`src/rtl/lwc_pkg.sv`:
```
`timescale 1ns/1ps
package lwc_pkg;
  typedef enum logic [1:0] {
    ST_IDLE  = 2'd0,
    ST_LOAD  = 2'd1,
    ST_WRITE = 2'd2
  } lwc_state_e;

  // Strobes from control to datapath
  typedef struct packed {
    logic clr;       // drop every captured byte
    logic loadAddr;  // take a new start address
    logic wrByte;    // store byteData at the pointer and step it
    logic issue;     // present one line to the array this cycle
  } lwc_strobe_t;
endpackage

```
`src/rtl/lwc_datapath.sv`:
```
`timescale 1ns/1ps
module lwc_datapath
  import lwc_pkg::*;
#(
  parameter int LINES      = 8,
  parameter int LINE_BYTES = 8,
  parameter int ADDR_W     = 13
) (
  input  logic                                   clk,
  input  logic                                   rstN,
  input  lwc_strobe_t                            strb,
  input  logic [ADDR_W-1:0]                      startAddr,
  input  logic [7:0]                             byteData,
  input  logic [$clog2(LINES)-1:0]               issueLine,
  output logic [LINES-1:0]                       lineValid,
  output logic [ADDR_W-$clog2(LINE_BYTES)-1:0]   commitPage,
  output logic [LINE_BYTES*8-1:0]                commitData,
  output logic [LINE_BYTES-1:0]                  commitMask
);
  localparam int BYTE_W = $clog2(LINE_BYTES);
  localparam int LINE_W = $clog2(LINES);
  localparam int PTR_W  = BYTE_W + LINE_W;
  localparam int BASE_W = ADDR_W - PTR_W;
  localparam int DATA_W = LINE_BYTES * 8;

  logic [PTR_W-1:0]  ptr;
  logic [BASE_W-1:0] base;
  logic [LINE_W-1:0] wrLine;
  logic [BYTE_W-1:0] wrLane;

  logic [DATA_W-1:0]     dataView [LINES];
  logic [LINE_BYTES-1:0] maskView [LINES];

  assign wrLine = ptr[PTR_W-1:BYTE_W];
  assign wrLane = ptr[BYTE_W-1:0];

  // Pointer and fixed upper address
  always_ff @(posedge clk or negedge rstN) begin
    if (!rstN) begin
      ptr  <= '0;
      base <= '0;
    end else if (strb.loadAddr) begin
      ptr  <= startAddr[PTR_W-1:0];
      base <= startAddr[ADDR_W-1:PTR_W];
    end else if (strb.wrByte) begin
      ptr  <= ptr + 1'b1;
    end
  end

  // One storage line per cache line
  for (genvar L = 0; L < LINES; L++) begin : g_line
    logic [DATA_W-1:0]     lineData;
    logic [LINE_BYTES-1:0] maskReg;
    logic                  hitLine;

    assign hitLine = strb.wrByte && (wrLine == LINE_W'(L));

    always_ff @(posedge clk) begin
      if (hitLine) lineData[wrLane*8 +: 8] <= byteData;
    end

    always_ff @(posedge clk or negedge rstN) begin
      if (!rstN)             maskReg <= '0;
      else if (strb.clr)     maskReg <= '0;
      else if (hitLine)      maskReg[wrLane] <= 1'b1;
    end

    assign dataView[L]  = lineData;
    assign maskView[L]  = maskReg;
    assign lineValid[L] = |maskReg;
  end

  assign commitData = dataView[issueLine];
  assign commitMask = maskView[issueLine];
  assign commitPage = {base, issueLine};

  // every stored byte advances the pointer by exactly one
  p_ptr_step_r2: assert property (@(posedge clk) disable iff (!rstN)
    (strb.wrByte && !strb.loadAddr) |=> (ptr == PTR_W'($past(ptr) + 1'b1)));

  // upper address bits only change on a new start address
  p_base_hold_r2: assert property (@(posedge clk) disable iff (!rstN)
    !strb.loadAddr |=> (base == $past(base)));

  // a clear leaves no line marked as loaded
  p_clear_empty_r9: assert property (@(posedge clk) disable iff (!rstN)
    (strb.clr && !strb.wrByte) |=> (lineValid == '0));
endmodule

```
`src/rtl/lwc_control.sv`:
```
`timescale 1ns/1ps
module lwc_control
  import lwc_pkg::*;
#(
  parameter int LINES       = 8,
  parameter int PAGE_CYCLES = 20
) (
  input  logic                       clk,
  input  logic                       rstN,
  input  logic                       wrStart,
  input  logic                       busStart,
  input  logic                       byteValid,
  input  logic                       stopEvt,
  input  logic [LINES-1:0]           lineValid,
  output lwc_strobe_t                strb,
  output logic [$clog2(LINES)-1:0]   issueLine,
  output logic                       busy
);
  localparam int LINE_W = $clog2(LINES);
  localparam int TMR_W  = $clog2(PAGE_CYCLES + 1);

  lwc_state_e        state, stateN;
  logic [LINES-1:0]  pend, pendN;
  logic [TMR_W-1:0]  timer, timerN;
  logic [LINE_W-1:0] pick;

  // Lowest pending line
  always_comb begin
    pick = '0;
    for (int i = LINES - 1; i >= 0; i--) begin
      if (pend[i]) pick = LINE_W'(i);
    end
  end

  always_comb begin
    strb   = '0;
    stateN = state;
    pendN  = pend;
    timerN = timer;
    unique case (state)
      ST_IDLE: begin
        if (wrStart) begin
          strb.clr      = 1'b1;
          strb.loadAddr = 1'b1;
          stateN        = ST_LOAD;
        end
      end
      ST_LOAD: begin
        if (stopEvt) begin
          if (|lineValid) begin
            stateN = ST_WRITE;
            pendN  = lineValid;
            timerN = '0;
          end else begin
            stateN = ST_IDLE;
          end
        end else if (busStart) begin
          strb.clr = 1'b1;
          stateN   = ST_IDLE;
        end else if (wrStart) begin
          strb.clr      = 1'b1;
          strb.loadAddr = 1'b1;
        end else if (byteValid) begin
          strb.wrByte = 1'b1;
        end
      end
      ST_WRITE: begin
        if (timer == '0) begin
          strb.issue = 1'b1;
          pendN      = pend & ~(LINES'(1) << pick);
          timerN     = TMR_W'(PAGE_CYCLES - 1);
        end else begin
          timerN = timer - 1'b1;
        end
        if ((timerN == '0) && (pendN == '0)) stateN = ST_IDLE;
      end
      default: stateN = ST_IDLE;
    endcase
  end

  always_ff @(posedge clk or negedge rstN) begin
    if (!rstN) begin
      state <= ST_IDLE;
      pend  <= '0;
      timer <= '0;
    end else begin
      state <= stateN;
      pend  <= pendN;
      timer <= timerN;
    end
  end

  assign issueLine = pick;
  assign busy      = (state == ST_WRITE);

  // a STOP with loaded bytes starts the self-timed write next cycle
  p_stop_busy_r4: assert property (@(posedge clk) disable iff (!rstN)
    (state == ST_LOAD && stopEvt && (|lineValid)) |=> busy);

  // two commits are never in adjacent cycles when the window is longer than one
  p_issue_gap_r6: assert property (@(posedge clk) disable iff (!rstN)
    (strb.issue && (PAGE_CYCLES > 1)) |=> !strb.issue);

  // a line is only issued while it is still pending
  p_issue_pending_r7: assert property (@(posedge clk) disable iff (!rstN)
    strb.issue |=> !pend[$past(pick)]);
endmodule

```
`src/rtl/line_write_cache.sv`:
```
`timescale 1ns/1ps
module line_write_cache
  import lwc_pkg::*;
#(
  parameter int LINES       = 8,
  parameter int LINE_BYTES  = 8,
  parameter int ADDR_W      = 13,
  parameter int PAGE_CYCLES = 20
) (
  input  logic                                 clk,
  input  logic                                 rstN,
  input  logic                                 wrStart,
  input  logic [ADDR_W-1:0]                    startAddr,
  input  logic                                 byteValid,
  input  logic [7:0]                           byteData,
  input  logic                                 stopEvt,
  input  logic                                 busStart,
  output logic                                 busy,
  output logic                                 commitValid,
  output logic [ADDR_W-$clog2(LINE_BYTES)-1:0] commitPage,
  output logic [LINE_BYTES*8-1:0]              commitData,
  output logic [LINE_BYTES-1:0]                commitMask
);
  localparam int LINE_W = $clog2(LINES);

  lwc_strobe_t       strb;
  logic [LINE_W-1:0] issueLine;
  logic [LINES-1:0]  lineValid;

  lwc_control #(.LINES(LINES), .PAGE_CYCLES(PAGE_CYCLES)) u_ctrl (
    .clk       (clk),
    .rstN      (rstN),
    .wrStart   (wrStart),
    .busStart  (busStart),
    .byteValid (byteValid),
    .stopEvt   (stopEvt),
    .lineValid (lineValid),
    .strb      (strb),
    .issueLine (issueLine),
    .busy      (busy)
  );

  lwc_datapath #(.LINES(LINES), .LINE_BYTES(LINE_BYTES), .ADDR_W(ADDR_W)) u_dp (
    .clk        (clk),
    .rstN       (rstN),
    .strb       (strb),
    .startAddr  (startAddr),
    .byteData   (byteData),
    .issueLine  (issueLine),
    .lineValid  (lineValid),
    .commitPage (commitPage),
    .commitData (commitData),
    .commitMask (commitMask)
  );

  assign commitValid = strb.issue;

  // every committed line carries at least one received byte
  p_commit_mask_r7: assert property (@(posedge clk) disable iff (!rstN)
    commitValid |-> (commitMask != '0));

  // the cache contents cannot change while the write runs
  p_frozen_busy_r10: assert property (@(posedge clk) disable iff (!rstN)
    busy |-> !(strb.wrByte || strb.clr || strb.loadAddr));
endmodule

```
`config.mk`:
```
export PLATFORM = sky130hd
export DESIGN_NAME = line_write_cache
export DESIGN_NICKNAME = d
export VERILOG_FILES = /design/src/rtl/lwc_pkg.sv /design/src/rtl/lwc_datapath.sv /design/src/rtl/lwc_control.sv /design/src/rtl/line_write_cache.sv
export SDC_FILE = /design/constraint.sdc
export NUM_CORES = 1
export LEC_CHECK = 0
export CELL_PAD_IN_SITES_DETAIL_PLACEMENT = 2
export CELL_PAD_IN_SITES_GLOBAL_PLACEMENT = 2
export CORE_MARGIN = 1.5
export CORE_UTILIZATION = 49
export CTS_CLUSTER_SIZE = 40
export DETAILED_ROUTE_END_ITERATION = 10
export DONT_BUFFER_PORTS = 1
export GPL_TIMING_DRIVEN = 0
export PLACE_DENSITY = 0.88
export SLEW_MARGIN = 20
export SYNTH_ARGS = -nofsm -noshare
export SYNTH_HDL_FRONTEND = slang
export SYNTH_SLANG_ARGS = --single-unit
```
`constraint.sdc`:
```
create_clock -name clk -period 6.3 [get_ports clk]
set_clock_uncertainty 0.15 [all_clocks]
set_input_delay 1.26 -clock clk [delete_from_list [all_inputs] [get_ports clk]]
set_output_delay 1.26 -clock clk [all_outputs]
set_load 0.1 [all_outputs]
```
==> key figures, run 1 <==
Timing
  • Worst slew pin tran: ~1.3 ns
  • Final hold vios: 0
  • Max-slew violations: 0
  • Final Setup Violations: 8
  • Rel. slew slack: approximately 15%
  • Tmin final: around 6.4 ns
  • Final setup margin: -0.05646 ns
  • Crit share post-route: 100.9%
  • Fmax: approximately 160 MHz

CTS
  • Clk slew on worst S/H paths: approximately 0.07 ns
  • Postcts setup bufs: 0
  • CTS Hold Bufs: 0
  • Clk sinks: between 600 and 700
  • CTS HTree Levels: 3
  • Worst-Skew Late Latency: roughly 0.65 ns
  • CTS tree: built
  • CTS buffer count: between 60 and 70
  • Root Buffer: clkbuf_16
  • Clk buf depth: 3

Floorplanning
  • Row Count: 81
  • Die width: ~230 um
  • Num ports: around 110
  • Starting Density: between 40% and 50%
  • Die area: approximately 51000 um^2
  • Die Span Y: 226.7 um
  • Core area: a little under 50000 um^2

Setup path
  • Type of origin of the critical path: register
  • CP max stage delay: around 0.95 ns
  • Crit path capture type: primary output
  • Worst path depth: 8
  • Crit Path Max Fanout: 10
  • CP Data Arrival Time: 4.95 ns
  • CP Data Required Time: between 4 and 5 ns
  • Critical path class: register to primary output
  • Bufs and invs on worst path: 2
  • CP top delay family: simple AND/OR/NAND/NOR gates
  • CP Cell Sequence: buf_4, nor2b_1, a21oi_1, nor4_2, clkdlybuf4s15_1, a22oi_1, and4_1, a21oi_4
  • FF-to-FF path depth: 8
  • CP max-delay cell: clkdlybuf4s15_1

Detailed routing
  • Initial DRT Pass Iterations: 7
  • Via/cell ratio: between 7 and 8
  • DR WL/cell: ~46 um
  • DRT antenna net count: 0
  • 1st-iter DRT viols: 3166
  • Routed WL: about 120 mm
  • DRC Markers: 0
  • Routed via count: 20111

Run status
  • Status: complete, but fails checks
  • Failing checks: negative setup slack

Yosys
  • Post-synthesis cell count: roughly 1800
  • Top_reg_cell synth: edfxtp_1
  • Mapped Avg Cell Area: 13.85 um^2
  • Ys async rst share: between 10% and 20%
  • Post-synthesis cell area: 24510 um^2
  • Synthesized flop and latch total: 604
  • Post-Syn Nets: 1805
  • Netlist cell types: between 60 and 70
  • Post-synthesis sequential area ratio: between 70% and 80%
  • YS warnings: 0
  • Number of flops mapped to enable cells by yosys: 512

Flow run
  • Max-Cap Viols: 0

Layout
  • Layout cells sized above 1: about an eighth
  • Area of the multi-input gates: between 6000 and 7000 um^2
  • Fillers: 4307
  • Area growth, synth to finish: 15.06%
  • Nets: between 1500 and 2000
  • Total area of sequential cells: roughly 18000 um^2
  • Fin cells: around 2600

Global routing
  • Initial antenna violation count: 11
  • GRT overflow: 0
  • Global-route wire length before repair: between 150 and 200 mm
  • GRT Resource Usage Total: between 40 and 50%
  • Largest net degree at the start of global routing: between 90 and 100
  • Vias in the first global route: 20642

Placed design
  • RD Place Congestion: between 0.8 and 0.9
  • HPWL after DPL: approximately 70 mm
  • PortBufs: 0
  • DP Cell Count: 2436

Min path
  • Min-delay worst type: input pin to async pin
-- through the flow --
step	utilization [%]	setup slack (ns)	instance area [um^2]	TNS [ns]	hold WS [ns]
global route	57.29	-0.02633	28160	-0.02633	0.1602
CTS	57.07	0.03415	28050	0	0.1444
floorplan	-	1.138	24510	0	0.3223
finish	57.38	-0.05646	28200	-0.2096	0.1739
detailed placement	52.50	0.5438	25800	0	0.3776
global placement	51.56	-0.1877	25340	-0.8011	0.3468
-- synthesized netlist by cell type, types with 13 or more instances --
master,number,area share [%]
a21oi_1,128,2.6
a221o_1,26,1.1
a221oi_1,108,3.9
a22oi_1,59,1.8
and2_1,53,1.4
and3_1,23,0.59
buf_2,30,0.61
clkbuf_1,57,0.87
dfrtp_1,92,9.4
edfxtp_1,512,63
inv_1,13,0.20
mux2i_1,17,0.69
nand2_1,221,3.4
nand3b_1,25,0.77
nor2_1,164,2.5
nor3_1,21,0.43
nor4_1,18,0.46
o21ai_0,37,0.76
o221a_2,23,1.1
-- cells by family after synthesis --
group           share of synthesized area [%]
compound gates                          12.94
xor+xnor                               0.1072
fa+ha+maj                              0.4084
buf+inv                                 2.021
flops                                   72.12
mux                                     1.246
simple gates                            11.16
-- sequential cells by signal, indices dropped and copies added (netlist names) --
name,flops
u_dp.g_line.maskReg,64
u_dp.g_line.lineData,512
u_ctrl.pend,8
u_dp.ptr,6
u_ctrl.state,2
u_dp.base,7
u_ctrl.timer,5
-- metal layers --
metal | up-vias | GRT usage, % | share of wire, %
met5 | - | 0 | 0.027
met4 | 4 | 31.12 | 7.9
met3 | 687 | 16.28 | 13
met2 | 2116 | 71.16 | 46
met1 | 10239 | 54.88 | 33
li1 | 7065 | - | -
-- layout make-up --
type | count | area share [%]
flip-flops and latches | 604 | 62.68
multi-input cells | 1053 | 24.36
clock buffers | 90 | 6.623
well taps | 664 | 2.946
plain buffers | 98 | 1.633
clock inverters | 30 | 1.220
diodes | 24 | 0.2129
inverters | 14 | 0.1863
repair buffers | 4 | 0.1375
-- worst register-to-register path, delay by kind of cell, from the launching register on --
kind                       cells  cell delay [ns]
buffers and inverters          3             1.90
adders and majority gates      2             0.78
DFF                            1             0.55
and+or+nand+nor                3             1.92
-- cells in the final DEF (no fill, tap or decap), types with 9 or more instances in the layout --
cell,Yosys,routed
edfxtp_1,512,512
nand2_1,221,221
nor2_1,164,154
a221oi_1,108,108
a21oi_1,128,96
dfrtp_1,92,92
clkbuf_16,0,71
clkbuf_1,57,67
a22oi_1,59,59
and2_1,53,52
o21ai_0,37,37
a21oi_4,0,32
buf_2,30,29
a221o_1,26,26
nand3b_1,25,25
diode_2,0,24
and3_1,23,23
o221a_2,23,23
nor4_1,18,17
mux2i_1,17,17
inv_1,13,13
nor3_2,1,12
clkinv_1,1,12
nor3_1,21,10
nor2_2,0,9
-- repair_timing --
item | in CTS | in global routing
resized for setup | 6 | 17
setup endpoints to repair | 13 | 22
pin swaps | 0 | 3
-- final timing paths --
| path | start | slack (ns) | to |
|---|---|---|---|
| max in group asynchronous | rstN | 5.65 | u_dp.base[3]$_DFFE_PN0P_ |
| setup reg to reg | u_dp.ptr[0]$_DFFE_PN0P_ | 0.61 | u_dp.g_line[7].lineData[29]$_DFFE_PP_ |
| min in group clk | u_ctrl.timer[1]$_DFFE_PN0P_ | 0.38 | u_ctrl.timer[1]$_DFFE_PN0P_ |
| hold / removal | rstN | 0.17 | u_dp.g_line[5].maskReg[1]$_DFFE_PN0P_ |
| setup / recovery | u_ctrl.pend[4]$_DFFE_PN0P_ | -0.06 | commitData[42] |
| hold reg to reg | u_ctrl.timer[1]$_DFFE_PN0P_ | 0.38 | u_ctrl.timer[1]$_DFFE_PN0P_ |
Power of run 1 is left out: the tool's default activity adds up to more than one toggle a clock period on the data nets, which glitch-free logic cannot reach.
==> run 2, diff against run 1 <==
--- a/config.mk
+++ b/config.mk
@@ -14,7 +14,8 @@
 export DONT_BUFFER_PORTS = 1
 export GPL_TIMING_DRIVEN = 0
 export PLACE_DENSITY = 0.88
-export SLEW_MARGIN = 20
+export SKIP_CTS_REPAIR_TIMING = 1
+export SLEW_MARGIN = 10
 export SYNTH_ARGS = -nofsm -noshare
 export SYNTH_HDL_FRONTEND = slang
 export SYNTH_SLANG_ARGS = --single-unit
==> run 2 against run 1 <==
Effect of this change: via count is 0.93% lower; die area stayed put; highest routed layer unchanged; first-iteration DRC count rose by 0.76%; cell area decreased by 1.4%; the flow finishes with violations (max-capacitance violations, max-slew violations, negative setup slack); clock-buffer cell count shrank 11; largest cell class unchanged; critical path type unchanged; critical path depth grew 1; sequential share of layout area increased by 0.89 points; non-clock buffer count decreased by 2; setup slack got worse by 0.11 ns.
==> key figures, run 2 (synthesis results as in run 1) <==
Timing
  • Max-slew violations: 9
  • Sum Neg Setup Slack: -1.169 ns
  • Fmax: 154.6 MHz
  • Worst slew pin tran: 1.544 ns
  • Final setup margin: -0.1668 ns
  • Crit share post-route: 102.6%
  • Rel. slew slack: -3.327%
  • Final hold vios: 0
  • Tmin final: approximately 6.5 ns
  • Final Setup Violations: 17

Setup path
  • Bufs and invs on worst path: 3
  • CP top delay family: buffers and inverters
  • Type of origin of the critical path: register
  • CP max-delay cell: clkbuf_1
  • CP max stage delay: roughly 0.90 ns
  • Crit Path Max Fanout: 10
  • Crit path capture type: primary output
  • Critical path class: register to primary output
  • CP Data Arrival Time: between 5 and 6 ns
  • CP Data Required Time: approximately 4.9 ns
  • Most common cell on crit path: nand2_1
  • CP Cell Sequence: buf_2, nor2_1, a211oi_2, clkbuf_1, clkbuf_1, nand2_1, nand2_1, nand2_1, a21oi_4

CTS
  • Worst-Skew Late Latency: 0.66 ns
  • CTS tree: built
  • Clk sinks: between 600 and 700
  • Root Buffer: clkbuf_16
  • Clk buf depth: 3
  • Clk slew on worst S/H paths: around 0.07 ns
  • CTS buffer count: 60
  • CTS HTree Levels: 2

Floorplanning
  • Starting Density: about half
  • Row Count: between 80 and 90
  • Die area: 51370 um^2
  • Die width: roughly 230 um
  • Die Span Y: ~230 um
  • Num ports: 111
  • Core area: slightly below 50000 um^2

Global routing
  • GRT Resource Usage Total: a little under half
  • Largest net degree at the start of global routing: 93
  • Global-route wire length before repair: 158.0 mm
  • Busiest grt layer: met2
  • Met2 usage: a little over two thirds
  • Met1 Use GR: a little over half
  • Vias in the first global route: approximately 20000
  • GRT overflow: 0
  • Initial antenna violation count: 11
  • M3 GR Usage: about 16%

Detailed routing
  • Routed via count: about 20000
  • DR WL/cell: roughly 46 um
  • Routed WL: between 100 and 150 mm
  • Via/cell ratio: ~7.8
  • 1st-iter DRT viols: about 3200
  • DRT antenna net count: 0
  • DRC Markers: 0
  • Initial DRT Pass Iterations: 6

Layout
  • Final Cell Area: approximately 28000 um^2
  • Area growth, synth to finish: 13.46%
  • Commonest non-fill, non-tap cell in the layout: edfxtp_1
  • Total area of sequential cells: 17680 um^2
  • Commonest non-fill, non-tap cells in the layout: edfxtp_1, nand2_1, nor2_1
  • Layout cells sized above 1: between 10% and 20%
  • Area of the multi-input gates: slightly below 7000 um^2
  • Max FFs per register: 512
  • Fillers: ~4400
  • Fin cells: between 2000 and 3000
  • Top flop regs: u_dp.g_line.lineData (512), u_dp.g_line.maskReg (64), u_ctrl.pend (8)
  • Nets: between 1500 and 2000
  • Register bank with the most flops: u_dp.g_line.lineData

Run status
  • Status: complete, but fails checks
  • Failing checks: max-capacitance violations, max-slew violations, negative setup slack

Placed design
  • PortBufs: 0
  • Dpl ws: roughly 0.32 ns
  • DP Cell Count: 2435
  • RD Place Congestion: about 0.87
  • Area of placed instances: 25550 um^2
  • HPWL after DPL: 71.68 mm

Min path
  • Min-delay worst type: input pin to async pin

Flow run
  • Max-Cap Viols: 1
[run 2: worst register-to-register path, stage by stage (launching register included)]
cell and delay, ns:
dfrtp_1 0.56, clkbuf_1 0.67, inv_1 0.42, ha_1 0.36, ha_1 0.45, nor2b_1 0.39, clkbuf_1 0.55, nand2_1 0.41
nor2_1 1.11
[run 2: routing by layer]
metal  routed length [um]  vias to the layer above
li1                     -                     7042
met1                38770                    10024
met2                53520                     2131
met3                16750                      719
met4                 9963                        8
met5                  101                        -
[run 2: worst paths after layout]
kind	start	end	slack, ns	depth (start not counted)
setup / recovery	u_ctrl.pend[5]$_DFFE_PN0P_	commitData[41]	-0.17	9
hold / removal	rstN	u_dp.g_line[0].maskReg[4]$_DFFE_PN0P_	0.14	0
setup reg to reg	u_dp.ptr[0]$_DFFE_PN0P_	u_dp.g_line[0].lineData[28]$_DFFE_PP_	0.83	8
hold reg to reg	u_ctrl.timer[1]$_DFFE_PN0P_	u_ctrl.timer[1]$_DFFE_PN0P_	0.38	2
max in group asynchronous	rstN	u_dp.base[3]$_DFFE_PN0P_	5.68	0
min in group clk	u_ctrl.timer[1]$_DFFE_PN0P_	u_ctrl.timer[1]$_DFFE_PN0P_	0.38	2
[run 2: through the flow]
stage	util [%]	hold slack (ns)
finish	56.58	0.1405
detailed placement	51.98	0.3789
floorplan	-	0.3223
global route	56.52	0.1396
CTS	55.88	0.1331
global placement	51.56	0.3468
[run 2: area by class of cell]
cell class,count,area share [%]
Multi-Input combinational cell,1053,24.51
Clock buffer,79,5.840
Clock inverter,33,1.048
Sequential cell,604,63.56
Antenna cell,18,0.1620
Tap cell,664,2.987
Buffer,99,1.660
Timing Repair Buffer,1,0.04049
Inverter,14,0.1890
Power of run 2 is left out for the same reason.
